### config.mk
export PLATFORM = sky130hd
export DESIGN_NAME = dac_sync_top
export DESIGN_NICKNAME = d
export VERILOG_FILES = /design/src/rtl/dac_sync_pkg.sv /design/src/rtl/sync_rise_det.sv /design/src/rtl/rate_divider.sv /design/src/rtl/strobe_detect.sv /design/src/rtl/nco_phase_acc.sv /design/src/rtl/dac_sync_top.sv
export SDC_FILE = /design/constraint.sdc
export NUM_CORES = 1
export LEC_CHECK = 0
export BUFFER_PORTS_ARGS = -buffer_cell sky130_fd_sc_hd__clkbuf_2
export CAP_MARGIN = 20
export CORE_ASPECT_RATIO = 0.8
export CORE_MARGIN = 5
export CORE_UTILIZATION = 35
export DETAILED_ROUTE_END_ITERATION = 8
export PLACE_DENSITY = 0.58
export RECOVER_POWER = 25
export SLEW_MARGIN = 10
export SYNTH_ARGS = -nofsm -noshare
export SYNTH_HDL_FRONTEND = slang
export SYNTH_SLANG_ARGS = --single-unit
### constraint.sdc
create_clock -name clk -period 2.2 [get_ports clk]
set_input_delay 0.11 -clock clk [delete_from_list [all_inputs] [get_ports clk]]
set_output_delay 0.11 -clock clk [all_outputs]
set_load 0.005 [all_outputs]
### src/rtl/dac_sync_pkg.sv
// Package: shared types for the multi-device synchronizer.
// Assumes: nothing; holds the strobe polarity encoding only.
package dac_sync_pkg;
    // Polarity of the transmit-enable strobe as selected by the invert bit.
    typedef enum logic {
        STROBE_LOW_GOING  = 1'b0,
        STROBE_HIGH_GOING = 1'b1
    } strobe_pol_e;
endpackage

### src/rtl/sync_rise_det.sv
// Module: sync_rise_det
// Brings an asynchronous line into the fast clock domain through STAGES
// flops and flags a single-cycle pulse on each low-to-high transition.
// Assumes: the input level is held for at least two fast-clock cycles.
module sync_rise_det #(
    parameter int STAGES = 2
) (
    input  logic clk,
    input  logic rst_n,
    input  logic async_in,
    output logic rise_o
);
    logic [STAGES:0] shift_q;

    // Synchronizer chain plus one history flop for edge detection.
    always_ff @(posedge clk) begin
        if (!rst_n) shift_q <= '0;
        else        shift_q <= {shift_q[STAGES-1:0], async_in};
    end

    // Rising edge of the synchronized level.
    assign rise_o = shift_q[STAGES-1] & ~shift_q[STAGES];
endmodule

### src/rtl/rate_divider.sv
// Module: rate_divider
// Counts fast-clock cycles modulo 2^div_sel, and emits data_en on the last
// phase. A sync event forces phase 0 unless the counter is about to reach
// it anyway; such aligned events are counted in a saturating counter.
// Assumes: SEL_W is wide enough to hold DIV_W.
module rate_divider #(
    parameter int DIV_W  = 4,
    parameter int SEL_W  = 3,
    parameter int ACNT_W = 4
) (
    input  logic              clk,
    input  logic              rst_n,
    input  logic              sync_rise,
    input  logic [SEL_W-1:0]  div_sel,
    output logic              data_en,
    output logic              div_synced,
    output logic [ACNT_W-1:0] aligned_cnt
);
    localparam logic [SEL_W-1:0] SEL_MAX = SEL_W'(DIV_W);

    logic [DIV_W-1:0] cnt_q;
    logic [DIV_W-1:0] mask;
    logic [SEL_W-1:0] sel_c;
    logic             at_end;

    // Clamp the ratio selection and build the phase mask.
    always_comb begin
        sel_c  = (div_sel > SEL_MAX) ? SEL_MAX : div_sel;
        mask   = {DIV_W{1'b1}} >> (SEL_MAX - sel_c);
        at_end = ((cnt_q & mask) == mask);
    end

    assign data_en = at_end;

    // Phase counter: reload on a misaligned sync, otherwise wrap on the mask.
    always_ff @(posedge clk) begin
        if (!rst_n)                   cnt_q <= '0;
        else if (sync_rise && !at_end) cnt_q <= '0;
        else                          cnt_q <= (cnt_q + DIV_W'(1)) & mask;
    end

    // Saturating tally of sync events that found the divider aligned.
    always_ff @(posedge clk) begin
        if (!rst_n)
            aligned_cnt <= '0;
        else if (sync_rise && at_end && (aligned_cnt != {ACNT_W{1'b1}}))
            aligned_cnt <= aligned_cnt + ACNT_W'(1);
    end

    // Sticky record that a divider sync has happened.
    always_ff @(posedge clk) begin
        if (!rst_n)         div_synced <= 1'b0;
        else if (sync_rise) div_synced <= 1'b1;
    end


    sync_load_chk: assert property (@(posedge clk) disable iff (!rst_n)
        sync_rise |=> (cnt_q == '0));

    en_single_chk: assert property (@(posedge clk) disable iff (!rst_n)
        (data_en && (mask != '0)) |=> (!data_en || (mask == '0)));

    cnt_mono_chk: assert property (@(posedge clk) disable iff (!rst_n)
        1'b1 |=> (aligned_cnt >= $past(aligned_cnt)));
endmodule

### src/rtl/strobe_detect.sv
// Module: strobe_detect
// Corrects the polarity of the transmit-enable line and samples it on
// data-rate enables. It flags the enable on which the line first moves into
// its asserted level.
// Assumes: the line meets setup and hold to the enable edges.
module strobe_detect
    import dac_sync_pkg::*;
(
    input  logic clk,
    input  logic rst_n,
    input  logic data_en,
    input  logic txen_in,
    input  logic txen_invert,
    output logic strobe_hit
);
    strobe_pol_e pol;
    logic        lvl;
    logic        lvl_q;

    // Map the pin to "strobe asserted" according to the selected polarity.
    always_comb begin
        pol = strobe_pol_e'(txen_invert);
        lvl = (pol == STROBE_HIGH_GOING) ? txen_in : ~txen_in;
    end

    // Previous sampled level; starts as asserted so a stuck line is ignored.
    always_ff @(posedge clk) begin
        if (!rst_n)       lvl_q <= 1'b1;
        else if (data_en) lvl_q <= lvl;
    end

    assign strobe_hit = data_en & lvl & ~lvl_q;


    lvl_hold_chk: assert property (@(posedge clk) disable iff (!rst_n)
        !data_en |=> $stable(lvl_q));
endmodule

### src/rtl/nco_phase_acc.sv
// Module: nco_phase_acc
// Phase accumulator advancing by the tuning word on each data-rate enable.
// A detected strobe schedules a clear that takes effect on the next enable.
// Assumes: strobe_hit is only high together with data_en.
module nco_phase_acc #(
    parameter int PHASE_W = 16
) (
    input  logic               clk,
    input  logic               rst_n,
    input  logic               data_en,
    input  logic               strobe_hit,
    input  logic [PHASE_W-1:0] ftw,
    output logic [PHASE_W-1:0] phase,
    output logic               nco_cleared
);
    logic pend_q;

    // Pending-clear flag loaded on every enable.
    always_ff @(posedge clk) begin
        if (!rst_n)       pend_q <= 1'b0;
        else if (data_en) pend_q <= strobe_hit;
    end

    // Accumulate or clear on enables.
    always_ff @(posedge clk) begin
        if (!rst_n)       phase <= '0;
        else if (data_en) phase <= pend_q ? '0 : phase + ftw;
    end

    // Sticky record that a phase clear has happened.
    always_ff @(posedge clk) begin
        if (!rst_n)                 nco_cleared <= 1'b0;
        else if (data_en && pend_q) nco_cleared <= 1'b1;
    end


    nco_clear_chk: assert property (@(posedge clk) disable iff (!rst_n)
        (data_en && pend_q) |=> (phase == '0));

    nco_hold_chk: assert property (@(posedge clk) disable iff (!rst_n)
        !data_en |=> $stable(phase));
endmodule

### src/rtl/dac_sync_top.sv
// Module: dac_sync_top
// Two-step multi-device synchronizer: a fast-clock-sampled sync edge aligns
// the rate divider, then a data-rate strobe zeroes the NCO phase.
// Assumes: sync_in reaches every device within one fast-clock period.
module dac_sync_top #(
    parameter int SYNC_STAGES = 2,
    parameter int DIV_W       = 4,
    parameter int SEL_W       = 3,
    parameter int ACNT_W      = 4,
    parameter int PHASE_W     = 16
) (
    input  logic               clk,
    input  logic               rst_n,
    input  logic               sync_in,
    input  logic               txen_in,
    input  logic               txen_invert,
    input  logic [SEL_W-1:0]   div_sel,
    input  logic [PHASE_W-1:0] ftw,
    output logic               data_en,
    output logic [PHASE_W-1:0] nco_phase,
    output logic [ACNT_W-1:0]  aligned_cnt,
    output logic               sync_done
);
    logic sync_rise;
    logic div_synced;
    logic strobe_hit;
    logic nco_cleared;

    sync_rise_det #(.STAGES(SYNC_STAGES)) u_sync (
        .clk      (clk),
        .rst_n    (rst_n),
        .async_in (sync_in),
        .rise_o   (sync_rise)
    );

    rate_divider #(.DIV_W(DIV_W), .SEL_W(SEL_W), .ACNT_W(ACNT_W)) u_div (
        .clk         (clk),
        .rst_n       (rst_n),
        .sync_rise   (sync_rise),
        .div_sel     (div_sel),
        .data_en     (data_en),
        .div_synced  (div_synced),
        .aligned_cnt (aligned_cnt)
    );

    strobe_detect u_strobe (
        .clk         (clk),
        .rst_n       (rst_n),
        .data_en     (data_en),
        .txen_in     (txen_in),
        .txen_invert (txen_invert),
        .strobe_hit  (strobe_hit)
    );

    nco_phase_acc #(.PHASE_W(PHASE_W)) u_nco (
        .clk         (clk),
        .rst_n       (rst_n),
        .data_en     (data_en),
        .strobe_hit  (strobe_hit),
        .ftw         (ftw),
        .phase       (nco_phase),
        .nco_cleared (nco_cleared)
    );

    // Both steps complete.
    assign sync_done = div_synced & nco_cleared;


    done_sticky_chk: assert property (@(posedge clk) disable iff (!rst_n)
        sync_done |=> sync_done);
endmodule

; After elaboration in Yosys (flattened, before gate mapping)
; Cells that the tools add are included.
[word_totals]
ff_bits = 31
input_bits = 24
output_inout_bits = 22
elab_cells = 35
[classes]
add_sub_neg = 4
order_cmp = 1
n_eq_ne = 2
shifts = 1
mux = 3
bitwise_logic = 10
n_reduce_logical = 6
[ops]
columns = operator, count
row1 = adder 16 bit, 1
row2 = two-way mux 16 bit, 1
row3 = "adder 4 x 1 -> 4 bit, second input constant", 2
row4 = AND 4 bit, 2
row5 = AND 1 bit, 4
row6 = == test 4 bit, 1
row7 = logical AND 1 bit, 4
row8 = "inequality test 4 bit, second input constant", 1
row9 = NOT 1 bit, 4
row10 = "right shift 4 x 3 -> 4 bit, first input constant", 1
row11 = "> comparator 3 bit, second input constant", 1
row12 = two-way mux 3 bit, 1
row13 = "subtractor 3 bit, first input constant", 1
row14 = OR reduction 2 bit, 1
row15 = logical NOT 1 bit, 1
row16 = two-way mux 1 bit, 1

; Logic depth before layout (Yosys ltp)
; Gate-level depths: netlist (run 1).
[logic_depth]
ltp_word = 9
mapped_depth = 9
mapped_depth_nobuf = 9

; Cells and area by module
; From an unflattened synthesis (run 1), not the netlist that was laid out.
[hier_totals]
hier_cells = 229
hier_area_um2 = 1988.2
[modules_own_cells]
columns = mod, n_inst, cells_per_inst, area_per_inst_um2, seq_area_each_um2
row1 = nco_phase_acc, 1, 163, 1362.6, 360.3
row2 = rate_divider, 1, 52, 474.2, 180.2
row3 = sync_rise_det, 1, 7, 92.6, 60.1
row4 = strobe_detect, 1, 6, 52.6, 20.0
row5 = dac_sync_top, 1, 1, 6.3, 0.0

; Least setup slack after synthesis (run 1)
; OpenSTA, ideal clock, no wires.
[synth_timing]
path_kind = reg2reg
startpoint = register u_nco.phase[0]
endpoint = register u_nco.phase[12]
setup_ns = 0.117
t_arrival_ns = 1.907
required_time_ns = 2.083
setup_slack_ns = 0.176
path_stages_with_launch = 10
path_buffers = 0
synth_period_minus_slack_ns = 2.024
path_cell_list = dfxtp_1 ha_1 inv_1 fa_1 nand2b_1 a21oi_2 o211ai_2 a31oi_1 o21ai_0 a32o_1
[synth_between]
elab_chain_len = 2
[synth_rtl]
columns = item, line_no
row1 = start: declaration, nco_phase_acc.sv:13  ; output logic [PHASE_W-1:0] phase,
row2 = start signal: assignment, nco_phase_acc.sv:27  ; else if (data_en) phase <= pend_q ? '0 : phase + ftw;
row3 = adder 16 bit, nco_phase_acc.sv:27
row4 = two-way mux 16 bit, nco_phase_acc.sv:27
; Every way passes these cells.
; A chain may end at the register's enable or synchronous reset.

; Final worst setup path (run 1)
[layout_timing]
startpoint = register u_nco.phase[0]
endpoint = register u_nco.phase[14]
; Same word-level chain as after synthesis.

==> results.py, run 1 <==
metrics = {
    "power_and_ir_drop": {
        "power_switching_w": 0.000681,
        "power.internal_w": 0.00144,
        "p_seq_frac": 0.328,
        "powerDensity_mw_per_mm2": 883,
        "combPwrFrac": 0.357,
        "switching_share": 0.322,
        "clockPowerShare": 0.315,
        "p_leak_nw": 1.12,
        "peakVddDrop_mv": 0.343,
        "power_w": 0.00212,
    },
    "clock_tree": {
        "hold_buffers": 0,
        "cts_sinks": 31,
        "h-tree-depth": 2,
        "cts_tree": "yes",
        "cts-buffers-inserted": 5,
        "cts.path.max_buffers": 2,
        "cts_root_buf": "clkbuf_8",
        "clk_transition_reported_paths_ps": 70,
        "clk_latency_ps": 280,
    },
    "route": {
        "ant_nets": 0,
        "vias_per_cell": 4.98,
        "avgRoutedWirePerCell_microns": 12.7,
        "vias": 1644,
        "first_pass_iters": 4,
        "drc": 0,
        "wirelength_microns": 4200,
        "drtIter0Drc": 44,
    },
    "worst_setup_path": {
        "cp.buffers_inverters": 1,
        "crit_type": "reg2reg",
        "crit_arrival_ps": 2240,
        "cp-end-kind": "flip-flop",
        "path_cells": "ha_2 > inv_1 > fa_2 > nand2b_1 > a21oi_2 > o211ai_2 > o41ai_2 > xor2_1 > a22o_1",
        "crit_path_start_kind": "flip-flop",
        "crit_family": "compound AO/OA/AOI/OAI gates",
        "cp.required_ps": 2370,
        "worstPathMaxFanout": 4,
        "max_stage_delay_ps": 340,
        "slowest_stage": "dfxtp_2",
    },
    "floorplanning": {
        "die_w_microns": 93.3,
        "ios": 46,
        "start_util": 0.359,
        "rows": 24,
        "die_h_microns": 76.6,
        "core-area_sq_mm": 0.00541,
        "dieArea_sq_mm": 0.00715,
    },
    "placement": {
        "dp_slack_ps": 43.5,
        "dp_hpwl_microns": 3290,
        "place.port_buffers": 45,
        "place.gp.congestion": 0.821,
    },
    "timing": {
        "setup_viol": 0,
        "slew-limit-headroom": 0.632,
        "whs_ps": 41.9,
        "post-route-period-util": 0.937,
        "period_needed_ps": 2060,
        "hold_viol": 0,
        "setup_slack_ps": 138,
        "rsz0062_at_grt": "yes",
        "worst_pin_slew_ps": 550,
        "slew_violations": 0,
        "clock_skew_ps": 5.02,
        "timing.fmax_mhz": 485,
    },
    "synthesis": {
        "yosys_warnings": 0,
        "ys_ff_latch": 31,
        "async_flop_share": 0,
        "synth_cells": 213,
        "synth.distinct_cells": 44,
        "synthesis.area_sq_mm": 0.00194,
        "avgSynthCellArea_sq_um": 9.12,
        "seq_area_frac_synth": 0.320,
        "synth_nets": 258,
        "synth_ff_type": "dfxtp_1",
        "synth_top_area_cell": "dfxtp_1",
        "synthTopCellsByArea": "dfxtp_1, ha_1, xor2_1",
        "yosys.area.top_type_share": 0.320,
        "synth-edff-count": 0,
    },
    "layout": {
        "fill_cells": 544,
        "layout_commonest_cell": "clkbuf_2",
        "drive_above_1_share": 0.272,
        "fin_nets": 309,
        "syn_to_final_growth_pct": 23.3,
        "final_cell_mix": "clkbuf_2, dfxtp_1, nor2_1",
        "antennaDiodeCount": 0,
    },
    "global_route": {
        "grt_pass1_wl_microns": 6960,
        "grt_max_degree": 18,
        "grt_util_all_layers": 0.120,
        "grt_antenna_before_repair": 0,
        "grt_overflow": 0,
        "grt_pass1_vias": 1511,
    },
    "outcome": {
        "status": "completed",
    },
    "job": {
        "drv_cap": 0,
    },
    "worst_hold_path": {
        "hp-class": "in2reg",
    },
}
## final timing paths
kind,from,endpoint,slack (ps),cells after the start
setup / recovery,u_nco.phase[0]$_SDFFE_PN0N_,u_nco.phase[14]$_SDFFE_PN0N_,140,9
hold / removal,sync_in,u_sync.shift_q[0]$_SDFF_PN0_,40,2
hold reg to reg,u_sync.shift_q[0]$_SDFF_PN0_,u_sync.shift_q[1]$_SDFF_PN0_,440,1
setup reg to reg,u_nco.phase[0]$_SDFFE_PN0N_,u_nco.phase[14]$_SDFFE_PN0N_,140,9
## stage by stage
| step | instances | util | TNS, ps | cell area (sq um) |
|---|---|---|---|---|
| final | 330 | 0.443 | 0 | 2390 |
| after global routing | 330 | 0.443 | -35.2 | 2390 |
| after CTS | 330 | 0.442 | 0 | 2390 |
| after detailed placement | 322 | 0.418 | 0 | 2260 |
| after global placement | 322 | 0.418 | 0 | 2260 |
| after floorplan | 213 | - | 0 | 1940 |
## cells in the mapped netlist (2+ instances only)
master	instances
nor3b_1	3
a21oi_1	20
buf_2	2
inv_1	6
a21o_1	4
a31oi_1	2
nand3_1	2
or3_1	2
o21bai_1	3
xor2_1	13
dfxtp_1	31
nand2b_1	6
ha_1	20
or2_2	2
a21oi_2	3
nor3_1	4
o211ai_2	2
nor2_1	22
o21ai_0	8
a22oi_1	4
nand4_1	3
nand2_1	12
clkbuf_1	3
xnor2_1	7
a22o_1	7
and2_1	4
## sequential cells by signal, indices dropped and copies added (netlist names)
register,cells
u_strobe.lvl_q,1
u_div.aligned_cnt,4
u_nco.phase,16
u_nco.nco_cleared,1
u_nco.pend_q,1
u_div.cnt_q,4
u_div.div_synced,1
u_sync.shift_q,3
## power groups by stage
stage                     clock [W]  sequential, W  combinational (W)
final                      0.000666       0.000693           0.000756
after detailed placement          0       0.000705           0.000760
after global placement            0       0.000704           0.000759
after CTS                  0.000686       0.000693           0.000764
after floorplan                   0       0.000702           0.000554
after global routing       0.000712       0.000704           0.000854
## cell type report
cell class | count | area, sq um | share of cell area
Multi-Input combinational cell | 170 | 1280 | 0.534
Sequential cell | 31 | 622 | 0.260
Clock buffer | 6 | 72.6 | 0.0303
Inverter | 7 | 26.3 | 0.0110
Tap cell | 65 | 81.3 | 0.0340
Clock inverter | 2 | 60.1 | 0.0251
Timing Repair Buffer | 49 | 254 | 0.106
## cells by family after synthesis
group           after synthesis  share of synthesized area
compound gates               65                      0.262
xor+xnor                     20                     0.0902
fa+ha+maj                    21                      0.139
buf+inv                      12                     0.0245
flops                        31                      0.320
mux                           1                    0.00515
simple gates                 63                      0.159
## metal layers
layer / track usage / wire (microns) / part of all wire
met2: 0.167 / 1640 / 0.39
met3: 0.0365 / 243 / 0.058
met5: 0 / 0 / 0
met4: 0.0351 / 44 / 0.010
met1: 0.174 / 2270 / 0.54
## worst register-to-register path: cells and delay by family, from the launching register on
kind            cells  cell delay [ps]
fa+ha+maj           2              510
compound gates      4              780
xor+xnor            1              100
simple gates        1              180
flops               1              340
buf+inv             1               50
## timing repair
| action | CTS | global route |
|---|---|---|
| setup endpoints to repair | 0 | 3 |
| resized for setup | 0 | 3 |
| buffers inserted | 0 | 0 |
No activity file was read; power rests on OpenSTA's default activity.
==> run 2: changes to the inputs <==
Settings changed: CORE_MARGIN 5 to 3, PLACE_DENSITY 0.58 to default, SLEW_MARGIN 10 to default.
==> run 2 against run 1 <==
  * Critical path type unchanged
  * First-iteration DRC count is 16% higher
  * Via count is 5.8% higher
  * Critical endpoint is now u_nco.phase[12]$_SDFFE_PN0N_
  * Routed wire length is 7.3% higher
  * Core utilization is 3.1 points higher
  * Cell area is 2.6% higher
  * Power is 1.1% lower
==> results.py, run 2 (synthesized netlist as in run 1, its figures left out) <==
metrics = {
    "worst_setup_path": {
        "rr_endpoint": "u_nco.phase[12]$_SDFFE_PN0N_",
        "worstPathMaxFanout": 4,
        "crit_type": "reg2reg",
        "crit_family": "compound AO/OA/AOI/OAI gates",
        "crit_path_start_kind": "flip-flop",
        "crit_arrival_ps": 2320,
        "r2r_setup_slack_ps": 50,
        "timing.rr.start": "u_nco.phase[0]$_SDFFE_PN0N_",
        "cp.required_ps": 2370,
        "slowest_stage": "dfxtp_2",
        "path_cells": "ha_4 > inv_2 > fa_2 > nand2b_4 > a21oi_4 > o211ai_4 > a31oi_1 > buf_4 > or3_1 > a32o_2",
        "max_stage_delay_ps": 340,
        "r2r_cells": 10,
        "cp.buffers_inverters": 2,
        "cp-end-kind": "flip-flop",
    },
    "route": {
        "drtIter0Drc": 51,
        "drc": 0,
        "vias": 1739,
        "vias_per_cell": 5.25,
        "avgRoutedWirePerCell_microns": 13.6,
        "wirelength_microns": 4510,
        "first_pass_iters": 4,
        "ant_nets": 0,
    },
    "layout": {
        "drive_above_1_share": 0.305,
        "fill_cells": 524,
        "largest_register_ffs": 16,
        "final_cell_mix": "clkbuf_2, dfxtp_1, nor2_1",
        "layout_commonest_cell": "clkbuf_2",
        "finalInstanceArea_sq_mm": 0.00246,
        "top_regs": "u_nco.phase: 16 flops, u_div.aligned_cnt: 4 flops, u_div.cnt_q: 4 flops",
        "fin_nets": 313,
        "antennaDiodeCount": 0,
        "syn_to_final_growth_pct": 26.5,
        "regMostFlops": "u_nco.phase",
        "layoutNonFillerInstCount": 331,
    },
    "clock_tree": {
        "cts_root_buf": "clkbuf_8",
        "cts-buffers-inserted": 5,
        "cts_sinks": 31,
        "hold_buffers": 0,
        "cts_tree": "yes",
        "clk_latency_ps": 280,
        "h-tree-depth": 2,
        "cts.path.max_buffers": 2,
        "clk_transition_reported_paths_ps": 70,
    },
    "floorplanning": {
        "die_h_microns": 72.6,
        "die_w_microns": 89.3,
        "dieArea_sq_mm": 0.00648,
        "core-area_sq_mm": 0.00518,
        "rows": 23,
        "start_util": 0.375,
        "ios": 46,
    },
    "placement": {
        "place.gp.congestion": 0.840,
        "place_area_sq_mm": 0.00225,
        "dp_cells": 318,
        "place.port_buffers": 45,
        "dp_hpwl_microns": 3400,
    },
    "global_route": {
        "grt_util_all_layers": 0.143,
        "grt_antenna_before_repair": 0,
        "grt_pass1_wl_microns": 7330,
        "grt_overflow": 0,
        "grt_pass1_vias": 1630,
        "grt_max_degree": 18,
    },
    "worst_hold_path": {
        "hp-class": "in2reg",
        "hold-path-cell-count": 2,
        "holdPathEnd": "u_sync.shift_q[0]$_SDFF_PN0_",
        "min_from": "sync_in",
    },
    "timing": {
        "timing.fmax_mhz": 465,
        "setup_viol": 0,
        "period_needed_ps": 2150,
        "slew_violations": 0,
        "slew-limit-headroom": 0.601,
        "clock_skew_ps": 7.88,
        "post-route-period-util": 0.978,
        "hold_viol": 0,
        "setup_tns_ps": 0,
        "worst_pin_slew_ps": 596,
    },
    "outcome": {
        "status": "completed",
    },
    "power_and_ir_drop": {
        "peakVddDrop_mv": 0.313,
        "p_leak_nw": 1.17,
        "powerDensity_mw_per_mm2": 852,
    },
    "job": {
        "drv_cap": 0,
    },
}
==> run 2: cell count changes in the layout (fill, tap and decap cells not counted), sizes merged <==
cell | before | now
buf | 4 | 8
bufinv | 2 | 1
clkinv | 0 | 1
==> run 2: how the worst max path moves through the flow <==
| stage | from | to | slack, ps | depth (start not counted) |
|---|---|---|---|---|
| global placement | u_nco.phase[0]$_SDFFE_PN0N_ | u_nco.phase[12]$_SDFFE_PN0N_ | 80 | 9 |
| CTS | u_nco.phase[0]$_SDFFE_PN0N_ | u_nco.phase[12]$_SDFFE_PN0N_ | 40 | 9 |
| finish | u_nco.phase[0]$_SDFFE_PN0N_ | u_nco.phase[12]$_SDFFE_PN0N_ | 50 | 10 |
| floorplan | u_nco.phase[0]$_SDFFE_PN0N_ | u_nco.phase[12]$_SDFFE_PN0N_ | 180 | 9 |
| global route | u_nco.phase[0]$_SDFFE_PN0N_ | u_nco.phase[12]$_SDFFE_PN0N_ | -20 | 10 |
| detailed placement | u_nco.phase[0]$_SDFFE_PN0N_ | u_nco.phase[12]$_SDFFE_PN0N_ | -5 | 9 |
==> run 2: layer usage <==
| layer | global-route usage | share of wire | up-vias |
|---|---|---|---|
| li1 | - | - | 880 |
| met1 | 0.202 | 0.51 | 817 |
| met2 | 0.217 | 0.44 | 40 |
| met3 | 0.0361 | 0.049 | 2 |
| met4 | 0.0347 | 0.0040 | 0 |
| met5 | 0 | 0 | - |
==> run 2: what timing repair did <==
item / CTS / global route
endpoints found under the hold margin: 0 / 0
gates resized for setup: 1 / 11
pin swaps: 3 / 6
setup endpoints to repair: 1 / 3
setup buffers: 0 / 5
==> run 2: where the power goes <==
part	total, W	leakage [nW]	internal, W	switching, W
registers	0.000696	0.255	0.000636	0.0000605
logic	0.000810	0.851	0.000368	0.000442
clock network	0.000587	0.0612	0.000366	0.000221
total	0.00209	1.17	0.00137	0.000723
==> run 2: cell type report <==
type / count / area (sq um) / area share
multi-input combinational: 170 / 1330 / 0.540
sequential: 31 / 623 / 0.254
timing repair buffer: 53 / 284 / 0.116
clock buffer: 6 / 82.6 / 0.0336
tap: 62 / 77.6 / 0.0316
clock inverter: 2 / 35.0 / 0.0143
inverter: 7 / 26.3 / 0.0107
==> run 2: stage by stage <==
stage | utilization | setup slack (ps) | total power (W) | hold WS [ps]
after floorplan | - | 176 | 0.00126 | 199
after global placement | 0.434 | 81.2 | 0.00146 | 317
final | 0.474 | 48.3 | 0.00209 | 52.7
after global routing | 0.474 | -19.2 | 0.00225 | 62.5
after CTS | 0.458 | 36.7 | 0.00207 | 45.6
after detailed placement | 0.434 | -4.59 | 0.00147 | 339
==> run 3: changes to the inputs <==
==> constraint.sdc (replaced) <==
create_clock -name clk -period 1.76 [get_ports clk]
set_input_delay 0.176 -clock clk [delete_from_list [all_inputs] [get_ports clk]]
set_output_delay 0.176 -clock clk [all_outputs]
set_load 0.005 [all_outputs]
==> run 3 against run 2 <==
  * The run now ends with setup timing left
  * Power is 42% higher
  * Core utilization is 12 points higher
  * Non-clock buffer count up 45
  * Combinational power grew 88%
  * Die area did not move
  * Clock-buffer cell count fell by 1
  * Critical path type unchanged
==> results.py, run 3 (synthesized netlist as in run 1, its figures left out) <==
metrics = {
    "layout": {
        "fin_nets": 358,
        "antennaDiodeCount": 0,
        "drive_above_1_share": 0.519,
        "syn_to_final_growth_pct": 57.5,
        "layout_commonest_cell": "buf_4",
        "top_regs": "u_nco.phase: 16 flops, u_div.aligned_cnt: 4 flops, u_div.cnt_q: 4 flops",
        "regMostFlops": "u_nco.phase",
        "largest_register_ffs": 16,
        "final_util": 0.590,
        "final_cell_mix": "buf_4, clkbuf_2, dfxtp_1",
        "finalInstanceArea_sq_mm": 0.00306,
    },
    "route": {
        "first_pass_iters": 4,
        "drc": 0,
        "vias": 1887,
        "drtIter0Drc": 46,
        "ant_nets": 0,
        "avgRoutedWirePerCell_microns": 13.1,
        "vias_per_cell": 5.02,
        "wirelength_microns": 4940,
    },
    "floorplanning": {
        "rows": 23,
        "start_util": 0.375,
        "ios": 46,
        "die_h_microns": 72.6,
        "die_w_microns": 89.3,
        "core-area_sq_mm": 0.00518,
        "dieArea_sq_mm": 0.00648,
    },
    "outcome": {
        "status": "finished, violations left",
        "violations": "setup timing",
    },
    "job": {
        "drv_cap": 0,
    },
    "timing": {
        "setup_tns_ps": -800,
        "period_needed_ps": 1960,
        "post-route-period-util": 1.11,
        "hold_viol": 0,
        "worst_pin_slew_ps": 422,
        "slew-limit-headroom": 0.718,
        "slew_violations": 0,
        "timing.fmax_mhz": 510,
        "setup_viol": 5,
        "setup_slack_ps": -199,
        "rsz0062_at_grt": "yes",
        "clock_skew_ps": 6.61,
    },
    "placement": {
        "dp_hpwl_microns": 3630,
        "place_area_sq_mm": 0.00259,
        "place.port_buffers": 45,
        "place.gp.congestion": 0.801,
    },
    "clock_tree": {
        "clk_latency_ps": 290,
        "cts_sinks": 31,
        "clk_transition_reported_paths_ps": 80,
        "cts_tree": "yes",
        "cts.path.max_buffers": 2,
        "h-tree-depth": 2,
        "cts_root_buf": "clkbuf_8",
        "cts-buffers-inserted": 5,
    },
    "worst_setup_path": {
        "slowest_stage": "or3_4",
        "cp-end-kind": "flip-flop",
        "crit_arrival_ps": 2130,
        "cp.buffers_inverters": 3,
        "max_stage_delay_ps": 360,
        "cp_common_cell": "buf_4",
        "cp.required_ps": 1930,
        "path_cells": "ha_4 > inv_2 > fa_2 > nand2b_4 > a21oi_4 > buf_4 > buf_4 > or3_4 > a32oi_2 > nor2_1",
        "crit_family": "simple AND/OR/NAND/NOR gates",
        "crit_type": "reg2reg",
        "crit_path_start_kind": "flip-flop",
        "worstPathMaxFanout": 2,
        "r2r_setup_slack_ps": -200,
    },
    "global_route": {
        "grt_max_degree": 18,
        "grt_antenna_before_repair": 0,
        "grt_overflow": 0,
        "grt_util_all_layers": 0.158,
        "grt_pass1_wl_microns": 8160,
        "grt_pass1_vias": 1862,
    },
    "power_and_ir_drop": {
        "powerDensity_mw_per_mm2": 974,
        "p_leak_nw": 1.41,
        "peakVddDrop_mv": 0.438,
    },
    "worst_hold_path": {
        "hp-class": "in2reg",
    },
}
==> run 3: metal layers <==
layer,vias up,GRT usage,routed length (microns)
met2,39,0.250,2300
met1,875,0.215,2350
li1,969,-,-
met3,4,0.0384,243
met5,-,0,0
met4,0,0.0446,44
==> run 3: worst paths after layout <==
check / startpoint / end / depth (start not counted)
max: u_nco.phase[0]$_SDFFE_PN0N_ / u_nco.phase[6]$_SDFFE_PN0N_ / 10
min: sync_in / u_sync.shift_q[0]$_SDFF_PN0_ / 2
max reg2reg: u_nco.phase[0]$_SDFFE_PN0N_ / u_nco.phase[6]$_SDFFE_PN0N_ / 10
min reg2reg: u_sync.shift_q[0]$_SDFF_PN0_ / u_sync.shift_q[1]$_SDFF_PN0_ / 1
==> run 3: final cells by class <==
| type | instances | area (sq um) |
|---|---|---|
| flip-flops and latches | 31 | 626 |
| fillers | 458 | 2120 |
| repair buffers | 98 | 633 |
| clock inverters | 3 | 25.0 |
| multi-input cells | 170 | 1600 |
| clock buffers | 5 | 68.8 |
| inverters | 7 | 26.3 |
| well taps | 62 | 77.6 |
==> run 3: power by group <==
group	internal (W)	switching (W)
clock	0.000283	0.000310
sequential	0.000796	0.0000718
combinational	0.000810	0.000709
total	0.00189	0.00109
==> run 3: metrics by stage <==
step | total power (W) | hold WS, ps | std cells | setup WS [ps]
finish | 0.00298 | 87.3 | 376 | -199
global route | 0.00320 | 104 | 376 | -310
CTS | 0.00280 | 79.8 | 371 | -282
detailed placement | 0.00211 | 387 | 359 | -289
global placement | 0.00209 | 388 | 359 | -246
floorplan | 0.00160 | 265 | 213 | -148
==> run 3: what timing repair did <==
action	4_1_cts	5_1_grt
pin swaps	9	18
resized for setup	14	46
hold buffers	0	0
endpoints found under the setup margin	10	17
buffers inserted	4	5
